==> config.mk <==
export PLATFORM = sky130hd
export DESIGN_NAME = gpio_port_regs
export DESIGN_NICKNAME = d
export VERILOG_FILES = /design/src/rtl/gpio_port_pkg.sv /design/src/rtl/gpio_pad_sync.sv /design/src/rtl/gpio_ctrl_regs.sv /design/src/rtl/gpio_macrocell_bank.sv /design/src/rtl/gpio_rd_mux.sv /design/src/rtl/gpio_port_regs.sv
export SDC_FILE = /design/constraint.sdc
export NUM_CORES = 1
export LEC_CHECK = 0
export ABC_AREA = 0
export BUFFER_PORTS_ARGS = -buffer_cell sky130_fd_sc_hd__buf_2
export CORE_ASPECT_RATIO = 1.1
export CORE_UTILIZATION = 45
export CTS_CLUSTER_DIAMETER = 150
export DETAILED_ROUTE_END_ITERATION = 10
export GPL_ROUTABILITY_DRIVEN = 0
export GPL_TIMING_DRIVEN = 0
export PLACE_DENSITY = 0.85
export SYNTH_ARGS = -nofsm -noshare
export SYNTH_HDL_FRONTEND = slang
export SYNTH_SLANG_ARGS = --single-unit
export TNS_END_PERCENT = 10
==> constraint.sdc <==
create_clock -name clk -period 1.2 [get_ports clk]
set_input_delay 0.24 -clock clk [delete_from_list [all_inputs] [get_ports clk]]
set_output_delay 0.24 -clock clk [all_outputs]
set_load 0.005 [all_outputs]
==> src/rtl/gpio_port_pkg.sv <==
package gpio_port_pkg;
   localparam int OFF_PIN  = 0;
   localparam int OFF_DOUT = 1;
   localparam int OFF_DIR  = 2;
   localparam int OFF_OMC  = 3;
   localparam int OFF_IMC  = 4;
   localparam int OFF_OEV  = 5;
endpackage

==> src/rtl/gpio_pad_sync.sv <==
module gpio_pad_sync #(
   parameter int WIDTH  = 8,
   parameter int STAGES = 2
) (
   input  logic             clk,
   input  logic             rst,
   input  logic [WIDTH-1:0] d,
   output logic [WIDTH-1:0] q
);
   initial begin
      assert (STAGES >= 2) else $error("STAGES must be at least 2");
   end

   logic [WIDTH-1:0] chain [STAGES];

   generate
      for (genvar s = 0; s < STAGES; s++) begin : g_stage
         if (s == 0) begin : g_first
            always_ff @(posedge clk) begin
               if (rst) chain[0] <= '0;
               else     chain[0] <= d;
            end
         end else begin : g_next
            always_ff @(posedge clk) begin
               if (rst) chain[s] <= '0;
               else     chain[s] <= chain[s-1];
            end
         end
      end
   endgenerate

   assign q = chain[STAGES-1];
endmodule

==> src/rtl/gpio_ctrl_regs.sv <==
module gpio_ctrl_regs #(
   parameter int WIDTH  = 8,
   parameter int ADDR_W = 3
) (
   input  logic              clk,
   input  logic              rst,
   input  logic [ADDR_W-1:0] bus_addr,
   input  logic              bus_wr,
   input  logic [WIDTH-1:0]  bus_wdata,
   input  logic [WIDTH-1:0]  ext_oe,
   output logic [WIDTH-1:0]  dout_q,
   output logic [WIDTH-1:0]  dir_q,
   output logic [WIDTH-1:0]  oe_eff
);
   import gpio_port_pkg::*;

   logic we_dout, we_dir;
   assign we_dout = bus_wr && (bus_addr == ADDR_W'(OFF_DOUT));
   assign we_dir  = bus_wr && (bus_addr == ADDR_W'(OFF_DIR));

   always_ff @(posedge clk) begin
      if (rst) begin
         dout_q <= '0;
         dir_q  <= '0;
      end else begin
         if (we_dout) dout_q <= bus_wdata;
         if (we_dir)  dir_q  <= bus_wdata;
      end
   end

   generate
      for (genvar i = 0; i < WIDTH; i++) begin : g_oe
         assign oe_eff[i] = dir_q[i] | ext_oe[i];
      end
   endgenerate

   // reset empties both control registers
   p_reset_clear_r1: assert property (@(posedge clk)
      rst |=> (dout_q == '0 && dir_q == '0));

   // read-only offsets leave control registers untouched
   p_ro_ignored_r9: assert property (@(posedge clk) disable iff (rst)
      (bus_wr && bus_addr != ADDR_W'(OFF_DOUT) && bus_addr != ADDR_W'(OFF_DIR))
      |=> ($stable(dout_q) && $stable(dir_q)));
endmodule

==> src/rtl/gpio_macrocell_bank.sv <==
module gpio_macrocell_bank #(
   parameter int WIDTH  = 8,
   parameter int ADDR_W = 3
) (
   input  logic              clk,
   input  logic              rst,
   input  logic [ADDR_W-1:0] bus_addr,
   input  logic              bus_wr,
   input  logic [WIDTH-1:0]  bus_wdata,
   input  logic              plm_load,
   input  logic [WIDTH-1:0]  plm_next,
   input  logic              cap_en,
   input  logic [WIDTH-1:0]  pin_sync,
   output logic [WIDTH-1:0]  omc_q,
   output logic [WIDTH-1:0]  imc_q
);
   import gpio_port_pkg::*;

   logic we_omc;
   assign we_omc = bus_wr && (bus_addr == ADDR_W'(OFF_OMC));

   always_ff @(posedge clk) begin
      if (rst)           omc_q <= '0;
      else if (we_omc)   omc_q <= bus_wdata;
      else if (plm_load) omc_q <= plm_next;
   end

   always_ff @(posedge clk) begin
      if (rst)         imc_q <= '0;
      else if (cap_en) imc_q <= pin_sync;
   end

   // processor write wins over the logic-side load
   p_bus_wins_r7: assert property (@(posedge clk) disable iff (rst)
      (bus_wr && bus_addr == ADDR_W'(OFF_OMC)) |=> (omc_q == $past(bus_wdata)));

   // logic-side load alone takes plm_next
   p_plm_load_r7: assert property (@(posedge clk) disable iff (rst)
      (plm_load && !(bus_wr && bus_addr == ADDR_W'(OFF_OMC)))
      |=> (omc_q == $past(plm_next)));

   // input macrocells hold without capture enable
   p_imc_hold_r8: assert property (@(posedge clk) disable iff (rst)
      !cap_en |=> $stable(imc_q));
endmodule

==> src/rtl/gpio_rd_mux.sv <==
module gpio_rd_mux #(
   parameter int WIDTH  = 8,
   parameter int ADDR_W = 3
) (
   input  logic              clk,
   input  logic              rst,
   input  logic [ADDR_W-1:0] bus_addr,
   input  logic              bus_rd,
   input  logic [WIDTH-1:0]  pin_sync,
   input  logic [WIDTH-1:0]  dout_q,
   input  logic [WIDTH-1:0]  dir_q,
   input  logic [WIDTH-1:0]  omc_q,
   input  logic [WIDTH-1:0]  imc_q,
   input  logic [WIDTH-1:0]  oe_eff,
   output logic [WIDTH-1:0]  bus_rdata
);
   import gpio_port_pkg::*;

   logic [WIDTH-1:0] sel;

   always_comb begin
      if      (bus_addr == ADDR_W'(OFF_PIN))  sel = pin_sync;
      else if (bus_addr == ADDR_W'(OFF_DOUT)) sel = dout_q;
      else if (bus_addr == ADDR_W'(OFF_DIR))  sel = dir_q;
      else if (bus_addr == ADDR_W'(OFF_OMC))  sel = omc_q;
      else if (bus_addr == ADDR_W'(OFF_IMC))  sel = imc_q;
      else if (bus_addr == ADDR_W'(OFF_OEV))  sel = oe_eff;
      else                                    sel = '0;
   end

   always_ff @(posedge clk) begin
      if (rst)         bus_rdata <= '0;
      else if (bus_rd) bus_rdata <= sel;
   end

   // read data moves only after a read strobe
   p_rdata_hold_r10: assert property (@(posedge clk) disable iff (rst)
      !bus_rd |=> $stable(bus_rdata));
endmodule

==> src/rtl/gpio_port_regs.sv <==
module gpio_port_regs #(
   parameter int WIDTH       = 8,
   parameter int ADDR_W      = 3,
   parameter int SYNC_STAGES = 2
) (
   input  logic              clk,
   input  logic              rst,
   input  logic [ADDR_W-1:0] bus_addr,
   input  logic              bus_wr,
   input  logic              bus_rd,
   input  logic [WIDTH-1:0]  bus_wdata,
   output logic [WIDTH-1:0]  bus_rdata,
   input  logic [WIDTH-1:0]  pad_in,
   output logic [WIDTH-1:0]  pad_out,
   output logic [WIDTH-1:0]  pad_oe,
   input  logic [WIDTH-1:0]  ext_oe,
   input  logic              plm_load,
   input  logic [WIDTH-1:0]  plm_next,
   output logic [WIDTH-1:0]  mc_out,
   input  logic              cap_en,
   output logic [WIDTH-1:0]  plm_in_bus
);
   import gpio_port_pkg::*;

   initial begin
      assert (WIDTH >= 1)  else $error("WIDTH must be positive");
      assert (ADDR_W >= 3) else $error("ADDR_W must cover six offsets");
   end

   logic [WIDTH-1:0] pin_sync, dout_q, dir_q, oe_eff, omc_q, imc_q;

   gpio_pad_sync #(.WIDTH(WIDTH), .STAGES(SYNC_STAGES)) i_sync (
      .clk(clk), .rst(rst), .d(pad_in), .q(pin_sync));

   gpio_ctrl_regs #(.WIDTH(WIDTH), .ADDR_W(ADDR_W)) i_ctrl (
      .clk(clk), .rst(rst), .bus_addr(bus_addr), .bus_wr(bus_wr),
      .bus_wdata(bus_wdata), .ext_oe(ext_oe), .dout_q(dout_q),
      .dir_q(dir_q), .oe_eff(oe_eff));

   gpio_macrocell_bank #(.WIDTH(WIDTH), .ADDR_W(ADDR_W)) i_mc (
      .clk(clk), .rst(rst), .bus_addr(bus_addr), .bus_wr(bus_wr),
      .bus_wdata(bus_wdata), .plm_load(plm_load), .plm_next(plm_next),
      .cap_en(cap_en), .pin_sync(pin_sync), .omc_q(omc_q), .imc_q(imc_q));

   gpio_rd_mux #(.WIDTH(WIDTH), .ADDR_W(ADDR_W)) i_rd (
      .clk(clk), .rst(rst), .bus_addr(bus_addr), .bus_rd(bus_rd),
      .pin_sync(pin_sync), .dout_q(dout_q), .dir_q(dir_q), .omc_q(omc_q),
      .imc_q(imc_q), .oe_eff(oe_eff), .bus_rdata(bus_rdata));

   assign pad_out    = dout_q;
   assign pad_oe     = oe_eff;
   assign mc_out     = omc_q;
   assign plm_in_bus = imc_q;

   // a direction write switches those drivers on next cycle
   p_dir_drives_oe_r2: assert property (@(posedge clk) disable iff (rst)
      (bus_wr && bus_addr == ADDR_W'(OFF_DIR))
      |=> ((pad_oe & $past(bus_wdata)) == $past(bus_wdata)));

   // level write reaches pad_out next cycle
   p_dout_to_pad_r3: assert property (@(posedge clk) disable iff (rst)
      (bus_wr && bus_addr == ADDR_W'(OFF_DOUT)) |=> (pad_out == $past(bus_wdata)));

   // pin read returns synchronized level
   p_pin_read_r4: assert property (@(posedge clk) disable iff (rst)
      (bus_rd && bus_addr == ADDR_W'(OFF_PIN)) |=> (bus_rdata == $past(pin_sync)));

   // enable view read matches the driver enable
   p_oe_view_r5: assert property (@(posedge clk) disable iff (rst)
      (bus_rd && bus_addr == ADDR_W'(OFF_OEV)) |=> (bus_rdata == $past(pad_oe)));
endmodule

==> out/qor.yml, run 1 <==
status: "complete, but fails checks"
violations: "negative setup slack"
area_growth_pct: 27.6
cpMostUsedCell: "buf_2"
viasPerCell: 5.13
port_buffers: 77
worstMarginPinSlew_ns: 0.718
min_period_ns: 1.22
rsz0062_at_grt: "true"
grt_pass1_wl_mm: 10.1
routed_wirelength_mm: 6.34
n_antenna_cell: 0
die_x_um: 73.1
final_max_slew_viol_count: 0
synth_area_leaders: "dfxtp_1 (45%), mux2i_1 (8.8%), nand2_1 (5.8%)"
clkLatencyLatePin_ns: 0.31
crit_chain: "buf_2 -> buf_6 -> or3_1 -> buf_2 -> o221ai_1 -> a21oi_1"
relSlewSlack_pct: 52.1
grt_usage_pct: 22.7
syn_area_sq_mm: 0.00250
die_area_sq_mm: 0.00587
core_area_sq_mm: 0.00536
cp_top_family: "buffers and inverters"
drt-pass1-iter-count: 4
grt_overflow_total: 0
clock-sinks: 56
ir_worst_vdd_uv: 726
post_cts_buffers: 0
synth.area.mux_share_pct: 8.80
cts_max_level: 2
hp-class: "input port to flop"
multi_input_area_sq_mm: 0.00126
cts_made_buffers: 5
yosys_warnings: 0
p_leak_nw: 1.38
critical_path_class: "input port to flop"
drcViolationCount: 0
arrival_ns: 1.40
cpMaxStageDelayCell: "or3_1"
cts_root_buf: "clkbuf_8"
synth-xor-area-share_pct: 0
drt_iter0_markers: 144
syn_avg_cell_area_sq_um: 8.97
synth_top_family_by_area: "simple AND/OR/NAND/NOR gates"
setup_viol: 2
synth_top_cell_by_area: "dfxtp_1"
grt_max_degree: 18
ys_types: 27
combPwrFrac_pct: 14.3
cts_tree: "yes"
synthAdderAreaFrac_pct: 0
drive_gt1_share_pct: 37.1
synth-simple-area-share_pct: 19.9
antenna_found_initial: 0
layout.nets: 404
netSwitchingFraction_pct: 24.8
clk_pin_slew_ns: 0.09
synth_top_area_share_pct: 44.8
internal_power_mw: 2.80
grt_pass1_vias: 2164
synth-seq-area-share_pct: 44.8
powerDensity_mw_per_mm2: 1170
regArea_sq_mm: 0.00113
instances_no_fill: 439
switchingPower_mw: 0.927
crit_buf_inv: 3
syn_inst: 279
sequentialPowerShare_pct: 53.2
die_y_um: 80.2
pwr-share-clk_pct: 32.5
pin_count: 81
cp-end-kind: "flop"
ant_nets: 0
cp.required_ns: 1.38
vias: 2250
setup_ws_ns: -0.0177
ys_ff_latch: 56
fin_skew_ns: 0.00396
clockBufferDepth: 2
start_util_pct: 46.7
fill_cells: 476
max_freq_ghz: 0.821
slowest_delay_ns: 0.36
postLayoutCoreUtil_pct: 59.6
placed_cells: 431
wl_per_cell_um: 14.4
synth_fp_nets: 320
worstPathMaxFanout: 10
cp-start-kind: "input port"
fin_tns_setup_ns: -0.0222
synth-compound-area-share_pct: 18.2
hpwl_mm: 4.76
drv_cap: 0
fin_crit_sh_pct: 101
hold_violations: 0
row_count: 28
## layer usage
layer  wire length (um)  GRT usage, %  vias up
met2               3240          39.4       79
met1               2670          26.9     1048
li1                   -             -     1109
met5                  0             0        -
met3                302          4.89       14
met4                134          8.82        0
## worst reg2reg max path, stage by stage (launching register included)
cell and delay [ns]:
dfxtp_1 0.37, mux2i_1 0.10, a221oi_2 0.31, o221ai_1 0.17, a21oi_1 0.18
## cells in the mapped netlist
| cell type | count |
|---|---|
| nand3_1 | 1 |
| buf_8 | 1 |
| nor3_1 | 1 |
| o221ai_1 | 6 |
| a21oi_1 | 24 |
| a211oi_2 | 8 |
| a221oi_2 | 6 |
| dfxtp_1 | 56 |
| buf_2 | 4 |
| nand2_1 | 39 |
| or2_1 | 1 |
| o31ai_1 | 2 |
| a311oi_1 | 2 |
| and3_1 | 1 |
| clkbuf_1 | 8 |
| and3b_1 | 2 |
| nor3_2 | 1 |
| nor2_1 | 35 |
| mux2i_1 | 22 |
| nand2b_1 | 8 |
| a211oi_1 | 8 |
| nor2b_2 | 1 |
| nor2b_1 | 16 |
| inv_1 | 16 |
| buf_6 | 7 |
| or3_1 | 2 |
| buf_1 | 1 |
## through the flow
stage                     power, mW  setup slack, ns  hold slack [ns]  instance area [sq um]
after floorplan                2.31         -0.00218            0.368                   2500
after global placement         2.51           -0.338            0.421                   2980
after detailed placement       2.52           -0.352            0.423                   2980
after CTS                      3.73          0.00206            0.127                   3130
after global routing           3.91          -0.0310            0.120                   3200
final                          3.73          -0.0177            0.132                   3200
## layout make-up
type,count,share of cell area (%)
plain buffers,21,4.62
clock buffers,5,2.15
repair buffers,77,12.1
inverters,16,1.88
flip-flops and latches,56,35.4
multi-input cells,186,39.6
well taps,75,2.94
clock inverters,3,1.33
## path summary, 6_finish.rpt
path	from	cells past startpoint	end	slack, ns
hold reg to reg	i_sync.chain[0][6]$_SDFF_PP0_	1	i_sync.chain[1][6]$_SDFF_PP0_	0.44
setup / recovery	bus_addr[1]	6	i_rd.bus_rdata[1]$_SDFFE_PP0P_	-0.02
setup reg to reg	i_ctrl.dout_q[1]$_SDFFE_PP0P_	4	i_rd.bus_rdata[1]$_SDFFE_PP0P_	0
hold / removal	pad_in[2]	2	i_sync.chain[0][2]$_SDFF_PP0_	0.13
## repair_timing
item / in CTS / in global routing
gates resized for setup: 13 / 17
setup endpoints to repair: 9 / 14
gates cloned: 0 / 0
endpoints found under the hold margin: 0 / 0
hold buffers: 0 / 0
pin swaps: 5 / 6
## flip-flops by register name (all words and copies together), names as in the netlist
register / cells
i_ctrl.dir_q: 8
i_ctrl.dout_q: 8
i_mc.imc_q: 8
i_mc.omc_q: 8
i_rd.bus_rdata: 8
i_sync.chain: 16
## cells by family after synthesis
logic type / count (synthesis)
AOI/OAI and AO/OA: 56
buffers and inverters: 37
DFF: 56
muxes: 22
and+or+nand+nor: 108
## power groups by stage
stage | clock network (mW) | logic (mW) | registers [mW]
after floorplan | 0 | 0.297 | 2.02
after global routing | 1.33 | 0.582 | 1.99
after global placement | 0 | 0.487 | 2.02
after CTS | 1.23 | 0.515 | 1.98
final | 1.21 | 0.534 | 1.98
after detailed placement | 0 | 0.502 | 2.02
## cells in the final DEF (no fill, tap or decap), types with 8 or more instances in the layout
cell type / count
clkbuf_1: 8
a21oi_1: 24
nand2b_1: 8
nor2b_1: 16
inv_1: 16
nor2_4: 8
dfxtp_2: 9
nor2_1: 27
a211oi_2: 9
mux2i_1: 22
dfxtp_1: 47
nand2_1: 39
buf_2: 81
Power figures use the tool's default switching activity.
==> run 2: changes to the inputs <==
--- a/config.mk
+++ b/config.mk
@@ -8,7 +8,7 @@
 export ABC_AREA = 0
 export BUFFER_PORTS_ARGS = -buffer_cell sky130_fd_sc_hd__buf_2
 export CORE_ASPECT_RATIO = 1.1
-export CORE_UTILIZATION = 45
+export CORE_UTILIZATION = 46
 export CTS_CLUSTER_DIAMETER = 150
 export DETAILED_ROUTE_END_ITERATION = 10
 export GPL_ROUTABILITY_DRIVEN = 0
@@ -16,5 +16,6 @@
 export PLACE_DENSITY = 0.85
 export SYNTH_ARGS = -nofsm -noshare
 export SYNTH_HDL_FRONTEND = slang
+export SYNTH_HIERARCHICAL = 1
 export SYNTH_SLANG_ARGS = --single-unit
 export TNS_END_PERCENT = 10
==> out/qor.yml, run 2 <==
status: "complete, but fails checks"
violations: "negative setup slack"
fill_cells: 506
pwr-share-clk_pct: 27.4
setup_ws_ns: -0.0392
cp_top_family: "flip-flops"
syn_avg_cell_area_sq_um: 10.5
cts_made_buffers: 5
hp-class: "input port to flop"
wl_per_cell_um: 15.3
arrival_ns: 1.00
grt_max_degree: 24
sequentialPowerShare_pct: 55.9
worstPathMaxFanout: 3
max_freq_ghz: 0.807
routed_wirelength_mm: 6.50
fin_skew_ns: 0.00340
drive_gt1_share_pct: 41.6
setup_viol: 8
hold_depth: 2
stdcell_area_sq_mm: 0.00342
ys.flop_type: "dfxtp_1"
clockBufferDepth: 2
crit_buf_inv: 1
internal_power_mw: 2.65
cts_tree: "yes"
cpMaxStageDelayCell: "dfxtp_2"
pin_count: 81
synth_common_cells: "dfxtp_1 (56), mux2i_1 (45), nand2b_1 (27)"
core_area_sq_mm: 0.00554
area_growth_pct: 26.1
fin_crit_sh_pct: 103
antenna_found_initial: 0
ant_nets: 0
clk_pin_slew_ns: 0.09
postLayoutCoreUtil_pct: 61.7
drcViolationCount: 0
critPathCapture: "pad_oe[3]"
drt-pass1-iter-count: 4
synthAdderAreaFrac_pct: 0
relSlewSlack_pct: 70.3
synth_top_cell_by_area: "dfxtp_1"
synth_edf_count: 0
cts_root_buf: "clkbuf_8"
syn_inst: 258
synth.area.mux_share_pct: 18.3
placed_cells: 411
hpwl_mm: 4.92
slowest_delay_ns: 0.35
clkLatencyLatePin_ns: 0.30
ir_worst_vdd_uv: 574
cp-start-kind: "flop"
yosys_warnings: 6
combPwrFrac_pct: 16.6
instances_no_fill: 426
synth_fp_nets: 299
synth-simple-area-share_pct: 24.8
syn_area_sq_mm: 0.00271
async_reset_ff_share_pct: 0
layout.nets: 392
synth_top_area_share_pct: 41.4
ys_types: 36
grt_usage_pct: 21.7
die_y_um: 82.5
r2r_cells: 5
n_antenna_cell: 0
cts_max_level: 2
die_x_um: 75.2
viasPerCell: 5.35
mostFrequentLayoutCells: "buf_2 (73), dfxtp_1 (48), mux2i_1 (45), nand2b_1 (27), nor2_1 (17)"
place_area_sq_mm: 0.00319
critical_path_class: "flop to output pin"
grt_overflow_total: 0
die_area_sq_mm: 0.00620
vias: 2281
synth-compound-area-share_pct: 10.2
hold_violations: 0
row_count: 28
drv_cap: 0
top_register: "i_sync/chain"
final_max_slew_viol_count: 0
powerDensity_mw_per_mm2: 1040
p_leak_nw: 1.59
crit_chain: "or2_4 -> buf_6"
largest_reg_flops: 16
synth_top_family_by_area: "simple AND/OR/NAND/NOR gates"
min_period_ns: 1.24
synth-xor-area-share_pct: 0
start_util_pct: 48.9
cp.required_ns: 0.96
fin_tns_setup_ns: -0.207
switchingPower_mw: 0.892
grt_pass1_wl_mm: 10.1
ys_ff_latch: 56
post-synth-top-count-cell: "dfxtp_1"
synth_area_leaders: "dfxtp_1 (41%), mux2i_1 (17%), nand2b_1 (6.2%)"
rsz0062_at_grt: "true"
grt_pass1_vias: 2125
regToRegSetupSlack_ns: 0.03
cp-end-kind: "output pin"
pre_cts_ws_ns: -0.301
final_common_cell: "buf_2"
clock-sinks: 56
drt_iter0_markers: 111
netSwitchingFraction_pct: 25.2
r2r-start: "i_ctrl/dir_q[2]$_SDFFE_PP0P_"
worstMarginPinSlew_ns: 0.446
cp.depth: 2
crit_path_start: "i_ctrl/dir_q[3]$_SDFFE_PP0P_"
synth-seq-area-share_pct: 41.4
r2r_end: "i_rd/bus_rdata[2]$_SDFFE_PP0P_"
port_buffers: 78
==> run 2: cell type report <==
cell class / count / area [sq um] / area share, %
multi-input combinational: 183 / 1460 / 42.8
sequential: 56 / 1130 / 33.1
timing repair buffer: 86 / 503 / 14.7
buffer: 18 / 140 / 4.10
tap: 75 / 93.8 / 2.75
clock buffer: 5 / 68.8 / 2.01
clock inverter: 2 / 12.5 / 0.366
inverter: 1 / 3.75 / 0.110
==> run 2: how the worst min path moves through the flow <==
stage | to | slack, ns | start
global placement | i_sync/chain[1][1]$_SDFF_PP0_ | 0.42 | i_sync/chain[0][1]$_SDFF_PP0_
floorplan | i_sync/chain[0][3]$_SDFF_PP0_ | 0.37 | pad_in[3]
global route | i_sync/chain[0][4]$_SDFF_PP0_ | 0.13 | pad_in[4]
detailed placement | i_sync/chain[1][4]$_SDFF_PP0_ | 0.42 | i_sync/chain[0][4]$_SDFF_PP0_
CTS | i_sync/chain[0][3]$_SDFF_PP0_ | 0.13 | pad_in[3]
finish | i_sync/chain[0][5]$_SDFF_PP0_ | 0.14 | pad_in[5]
==> run 2: power by group through the flow <==
stage / Sequential (mW) / Clock, mW / Combinational, mW
5_1_grt: 1.99 / 1.09 / 0.642
3_5_place_dp: 2.03 / 0 / 0.540
2_1_floorplan: 2.01 / 0 / 0.330
4_1_cts: 1.98 / 1.01 / 0.589
6_report: 1.98 / 0.973 / 0.590
3_3_place_gp: 2.02 / 0 / 0.527
==> run 2: what timing repair did <==
| item | CTS | global route |
|---|---|---|
| setup endpoints to repair | 9 | 22 |
| setup buffers | 8 | 0 |
| pin swaps | 8 | 0 |
| cloned | 0 | 0 |
| resized for setup | 24 | 1 |
| hold buffers | 0 | 0 |
==> run 2: through the flow <==
stage | hold slack (ns) | power, mW
after floorplan | 0.369 | 2.34
after global placement | 0.422 | 2.55
after detailed placement | 0.422 | 2.57
after CTS | 0.130 | 3.58
after global routing | 0.131 | 3.72
final | 0.139 | 3.55
==> run 2: kinds of logic after synthesis <==
| kind of cell | Yosys count |
|---|---|
| flip-flops | 56 |
| multiplexers | 49 |
| AO/OA/AOI/OAI | 35 |
| AND/OR/NAND/NOR | 99 |
| buffers and inverters | 19 |
==> run 2: layer usage <==
layer,wire [um],track usage [%],part of all wire [%],vias up
met5,0,0,0,-
li1,-,-,-,1109
met1,2900,27.9,45,1079
met4,114,6.11,1.8,0
met3,296,3.64,4.6,9
met2,3190,37.6,49,84
==> run 2: worst reg2reg max path, stage by stage, from the launching register on <==
cell,delay [ns]
dfxtp_2,0.35
or2_4,0.23
buf_4,0.13
mux2i_1,0.12
o21ai_0,0.09
a2bb2oi_1,0.15
